==> src/rtl/tw_pkg.sv <==
package tw_pkg;
  localparam int TW_BYTE = 8;

  typedef enum logic [1:0] {
    ST_CMD,
    ST_WR,
    ST_RD,
    ST_HOLD
  } tw_state_e;

  // Factory test pattern: upper nibble 1001 with the read bit set.
  function automatic logic cmd_is_test(input logic [TW_BYTE-1:0] c);
    return (c[7:4] == 4'b1001) && c[0];
  endfunction

  // All-register transfer: bits 5:1 all ones.
  function automatic logic cmd_is_all(input logic [TW_BYTE-1:0] c);
    return &c[5:1];
  endfunction
endpackage

==> src/rtl/tw_sync.sv <==
module tw_sync #(
  parameter int WIDTH  = 3,
  parameter int STAGES = 2
) (
  input  logic             clk,
  input  logic             rst,
  input  logic [WIDTH-1:0] d,
  output logic [WIDTH-1:0] q_now,
  output logic [WIDTH-1:0] q_prev
);
  logic [STAGES:0][WIDTH-1:0] chain;

  always_ff @(posedge clk) begin
    if (rst) chain <= '0;
    else     chain <= {chain[STAGES-1:0], d};
  end

  assign q_now  = chain[STAGES-1];
  assign q_prev = chain[STAGES];
endmodule

==> src/rtl/tw_regs.sv <==
module tw_regs #(
  parameter int AW = 3,
  parameter int DW = 8
) (
  input  logic          clk,
  input  logic          rst,
  input  logic          we,
  input  logic [AW-1:0] waddr,
  input  logic [DW-1:0] wdata,
  input  logic [AW-1:0] raddr,
  output logic [DW-1:0] rdata,
  output logic          wp
);
  localparam int DEPTH = 1 << AW;

  logic [DW-1:0] mem [DEPTH];

  always_ff @(posedge clk) begin
    if (rst) begin
      for (int i = 0; i < DEPTH; i++) mem[i] <= '0;
    end else if (we) begin
      mem[waddr] <= wdata;
    end
  end

  assign rdata = mem[raddr];
  assign wp    = mem[DEPTH-1][DW-1];
endmodule

==> src/rtl/tw_engine.sv <==
module tw_engine
  import tw_pkg::*;
#(
  parameter int AW = 3
) (
  input  logic               clk,
  input  logic               rst,
  input  logic               en_s,
  input  logic               clk_rise,
  input  logic               clk_fall,
  input  logic               din_s,
  input  logic               wp,
  input  logic [TW_BYTE-1:0] rdata,
  output logic [AW-1:0]      addr,
  output logic               we,
  output logic [TW_BYTE-1:0] wdata,
  output logic               all_mode,
  output logic               sd_out,
  output logic               sd_oe
);
  localparam int          BW        = $clog2(TW_BYTE);
  localparam logic [BW-1:0] LAST_BIT  = BW'(TW_BYTE - 1);
  localparam logic [AW-1:0] LAST_ADDR = AW'((1 << AW) - 1);

  tw_state_e          st;
  logic [TW_BYTE-2:0] sh;
  logic [BW-1:0]      bcnt;
  logic [TW_BYTE-1:0] nxt;
  logic               byte_done;
  logic               cmd_ok;

  assign nxt       = {din_s, sh};
  assign byte_done = clk_rise && (bcnt == LAST_BIT);
  assign cmd_ok    = nxt[TW_BYTE-1] && !cmd_is_test(nxt);

  always_comb begin
    we    = 1'b0;
    wdata = nxt;
    if (st == ST_WR && byte_done) begin
      if (addr == LAST_ADDR) begin
        we = !all_mode || !wp;
        if (all_mode) wdata = {wp, nxt[TW_BYTE-2:0]};
      end else begin
        we = !wp;
      end
    end
  end

  always_ff @(posedge clk) begin
    if (rst) begin
      st       <= ST_CMD;
      sh       <= '0;
      bcnt     <= '0;
      addr     <= '0;
      all_mode <= 1'b0;
      sd_out   <= 1'b0;
      sd_oe    <= 1'b0;
    end else if (!en_s) begin
      st       <= ST_CMD;
      bcnt     <= '0;
      all_mode <= 1'b0;
      sd_oe    <= 1'b0;
    end else begin
      if (clk_rise && (st == ST_CMD || st == ST_WR)) begin
        sh   <= nxt[TW_BYTE-1:1];
        bcnt <= bcnt + 1'b1;
      end
      case (st)
        ST_CMD: if (byte_done) begin
          if (!cmd_ok) begin
            st <= ST_HOLD;
          end else begin
            all_mode <= cmd_is_all(nxt);
            addr     <= cmd_is_all(nxt) ? '0 : nxt[AW:1];
            st       <= nxt[0] ? ST_RD : ST_WR;
          end
        end
        ST_WR: if (byte_done) begin
          if (all_mode && addr != LAST_ADDR) addr <= addr + 1'b1;
          else                               st   <= ST_HOLD;
        end
        ST_RD: if (clk_fall) begin
          sd_oe  <= 1'b1;
          sd_out <= rdata[bcnt];
          bcnt   <= bcnt + 1'b1;
          if (all_mode && bcnt == LAST_BIT) addr <= addr + 1'b1;
        end
        default: ;
      endcase
    end
  end
endmodule

==> src/rtl/tw_reg_port.sv <==
module tw_reg_port
  import tw_pkg::*;
#(
  parameter int AW          = 3,
  parameter int SYNC_STAGES = 2
) (
  input  logic clk,
  input  logic rst,
  input  logic ser_en,
  input  logic ser_clk,
  input  logic sd_in,
  output logic sd_out,
  output logic sd_oe
);
  logic [2:0]         s_now, s_prev;
  logic               clk_rise, clk_fall;
  logic               we, wp, all_mode;
  logic [AW-1:0]      addr;
  logic [TW_BYTE-1:0] wdata, rdata;

  tw_sync #(.WIDTH(3), .STAGES(SYNC_STAGES)) u_sync (
    .clk(clk), .rst(rst), .d({sd_in, ser_en, ser_clk}),
    .q_now(s_now), .q_prev(s_prev)
  );

  assign clk_rise = s_now[0] && !s_prev[0];
  assign clk_fall = !s_now[0] && s_prev[0];

  tw_engine #(.AW(AW)) u_eng (
    .clk(clk), .rst(rst), .en_s(s_now[1]), .clk_rise(clk_rise),
    .clk_fall(clk_fall), .din_s(s_now[2]), .wp(wp), .rdata(rdata),
    .addr(addr), .we(we), .wdata(wdata), .all_mode(all_mode),
    .sd_out(sd_out), .sd_oe(sd_oe)
  );

  tw_regs #(.AW(AW), .DW(TW_BYTE)) u_regs (
    .clk(clk), .rst(rst), .we(we), .waddr(addr), .wdata(wdata),
    .raddr(addr), .rdata(rdata), .wp(wp)
  );
endmodule

==> config.mk <==
export PLATFORM = sky130hd
export DESIGN_NAME = tw_reg_port
export DESIGN_NICKNAME = d
export VERILOG_FILES = /design/src/rtl/tw_pkg.sv /design/src/rtl/tw_sync.sv /design/src/rtl/tw_regs.sv /design/src/rtl/tw_engine.sv /design/src/rtl/tw_reg_port.sv
export SDC_FILE = /design/constraint.sdc
export NUM_CORES = 1
export LEC_CHECK = 0
export ABC_AREA = 1
export BUFFER_PORTS_ARGS = -buffer_cell sky130_fd_sc_hd__buf_4
export CELL_PAD_IN_SITES_DETAIL_PLACEMENT = 1
export CELL_PAD_IN_SITES_GLOBAL_PLACEMENT = 2
export CORE_MARGIN = 2
export CORE_UTILIZATION = 43
export DETAILED_ROUTE_END_ITERATION = 7
export PLACE_DENSITY_LB_ADDON = 0.1
export SYNTH_ARGS = -nofsm -noshare
export SYNTH_HDL_FRONTEND = slang
export SYNTH_SLANG_ARGS = --single-unit
==> constraint.sdc <==
create_clock -name clk -period 2.95 [get_ports clk]
set_input_delay 0.4425 -clock clk [delete_from_list [all_inputs] [get_ports clk]]
set_output_delay 0.4425 -clock clk [all_outputs]
set_load 0.02 [all_outputs]
==> metrics <==
outcome finished, final reports clean; total die area 10680 sq um; routability cong. 0.8337; Ports 7; PwrDens 535.9 nW/um^2; vias per inst 5.081; nets 466; Gate power share 3.0%; hold depth 3; Sequential Power Share 58.9%; CTS sink cnt 92; Final Hold Vio Count 0; register area share after synthesis 58.53%; largest net degree at the start of global routing 33; routed len/inst 18.15 microns; Synth Area per Inst 9.426 sq um; antenna violations before repair 0; VDD IR max 0.2587 mV; Setup TNS 0 ps; power consumption 2.445 mW; WS Path Type register to register; Ys Warns 0; critical-path maximum fanout 9; # DRC 0; Congestion Overflow GR 0; via count 3003; dpl cell area 4347 sq um; Worst-Margin Slew 601.0 ps; Final setup viols 0; clock skew 12.16 ps; synth top area cells edfxtp_1 45%, dfxtp_1 13%, nand2_1 8.2%; ANT cells 0; P_sw 0.5233 mW; TritonCTS clock tree built; Syn Nets 463; Worst Path Arrival 2300 ps; H-tree depth 3; post-DP HPWL 7714 microns; 1st-iter DRT viols 114; Slowest cell on crit path dfxtp_1; Max-cap violations 0; Worst-path clk slew 90 ps; Hold Path Class input pin to register; Resized cells post-CTS 0; Post-Syn Area 4242 sq um; layout cells sized above 1 11.14%; Leak 1.649 nW; Setup Fix Bufs, Post-CTS 0; Clock Latency Late Sink 370 ps; finished layout cell area 4562 sq um; Post-CTS Hold Fix Bufs 0; Netlist cell types 31; Switching Share 21.40%; cell count after synthesis 450; largest stage delay on the critical path 420 ps; clock network power share 38.0%; IO Port Bufs 6; Fmax achieved 442.6 MHz; fin. max-slew vios 0; post-synth top area share 45.31%; RSZ-0062 raised after global routing false; Non-Filler Instances 591; fill count 1144; DIE WIDTH 103.3 microns; CP Data Required Time 2990 ps; Num CTS Buffers 9; synthesis-to-layout area growth 7.552%; crit-path cells ha_1 -> ha_1 -> nand3_2 -> nor2_2 -> nand3_2 -> nor2_4 -> nand2_2 -> nand2_1; Worst setup EP type register; R2R depth 8; first-pass detailed-route iteration total 4; Power Internal 1.922 mW; FF+latch count, synth 92; Startpoint Class register; GR Util All Layers 21.78%; root buffer cell clkbuf_8; vias in the first global route 3059; Die H 103.3 microns; post-route minimum period 2260 ps; final period utilization 76.59%; Detail Route Antenna Nets 0; Worst slew margin 59.89%; CORE AREA 9684 sq um; cell taking the most area after synthesis edfxtp_1; final wirelength 10730 microns; clock tree buffer depth 2; # placed instances 575; Rows 36; first-pass GRT wire length 16490 microns; Initial Util 43.80%
-- final cells by class --
type / count / area, sq um / area share (%)
sequential: 92 / 2482 / 54.42
multi-input combinational: 307 / 1494 / 32.75
tap: 133 / 166.4 / 3.648
inverter: 33 / 128.9 / 2.825
clock buffer: 10 / 127.6 / 2.798
clock inverter: 6 / 87.58 / 1.920
timing repair buffer: 10 / 75.07 / 1.646
-- critical path: cells and delay by family (launching register included) --
family | cells | cell delay [ps]
AND/OR/NAND/NOR | 6 | 1120
flip-flops | 1 | 420
adder cells (fa/ha/maj) | 2 | 390
-- per-stage QoR --
| step | util, % | setup WS [ps] | hold WS [ps] |
|---|---|---|---|
| floorplan | - | 1068 | 388.3 |
| global placement | 44.88 | 818.7 | 390.6 |
| detailed placement | 44.88 | 674.4 | 406.8 |
| CTS | 47.11 | 655.8 | 269.0 |
| global route | 47.11 | 513.9 | 283.9 |
| finish | 47.11 | 690.5 | 279.6 |
-- logic make-up after synthesis --
family	Yosys count	synth area share, %
and+or+nand+nor	263	27.40
DFF	92	58.53
buffers and inverters	51	6.254
AOI/OAI and AO/OA	35	4.926
adders and majority gates	8	2.360
muxes	1	0.5309
-- registers in the layout, summed over array words and instances, names as in the netlist, named ones only --
name and count:
u_regs.mem 64, u_eng.sh 7, u_eng.addr 3, u_eng.bcnt 3, u_sync.chain 3, u_sync.q_now 3
u_eng.st 2, u_eng.all_mode 1, u_eng.sd_oe 1, u_eng.sd_out 1, u_sync.q_prev 1
-- layer usage --
| layer | vias to the layer above | part of all wire (%) | global-route usage (%) | wire length [microns] |
|---|---|---|---|---|
| met4 | 0 | 1.6 | 8.300 | 173 |
| li1 | 1505 | - | - | - |
| met1 | 1440 | 44 | 28.00 | 4729 |
| met3 | 12 | 4.6 | 2.823 | 496 |
| met2 | 46 | 50 | 37.61 | 5326 |
| met5 | - | 0 | 0 | 0 |
-- path summary, 6_finish.rpt --
check / start / endpoint / slack (ps)
worst max register to register: u_eng.bcnt[0] / u_regs.mem[6][2] / 690
worst max-delay path: u_eng.bcnt[0] / u_regs.mem[6][2] / 690
worst min register to register: u_sync.chain[2] / u_sync.q_now[2] / 410
worst min-delay path: sd_in / u_sync.chain[2] / 280
-- power by group through the flow --
stage	combinational (mW)	clock, mW	sequential (mW)
floorplan	0.0519	0	1.46
global placement	0.0729	0	1.47
detailed placement	0.0750	0	1.47
CTS	0.0755	0.940	1.44
global route	0.0841	0.984	1.45
finish	0.0742	0.929	1.44
-- cell usage after synthesis --
| cell type | number |
|---|---|
| clkinv_1 | 3 |
| inv_6 | 1 |
| nor2_2 | 2 |
| inv_1 | 24 |
| buf_2 | 7 |
| nand3b_1 | 1 |
| a31oi_1 | 2 |
| nand2_1 | 93 |
| nand4_2 | 1 |
| nor2_4 | 2 |
| mux2i_4 | 1 |
| nand3_2 | 2 |
| a211oi_2 | 3 |
| nand2_2 | 8 |
| ha_1 | 8 |
| a21oi_1 | 11 |
| o21ai_0 | 16 |
| buf_4 | 2 |
| dfxtp_1 | 28 |
| a311oi_1 | 1 |
| nor3_1 | 5 |
| edfxtp_1 | 64 |
| nor2_1 | 85 |
| nor3_2 | 1 |
| buf_6 | 7 |
| nor3b_1 | 1 |
| clkbuf_1 | 2 |
| o21a_1 | 2 |
| nor4_4 | 1 |
| nand3_1 | 61 |
| inv_2 | 5 |
-- layout by cell type, fill, tap and decap left out, types with 4 or more instances in the layout --
cell and n:
dfxtp_1 28, nand2_2 8, inv_1 24, clkinv_1 4
ha_1 8, edfxtp_1 64, nor3_1 5, o21ai_0 16
nand3_1 61, a21oi_1 11, clkbuf_8 9, nand2_1 93
buf_4 10, nor2_1 85, inv_2 5
No activity file was read; power rests on OpenSTA's default activity.
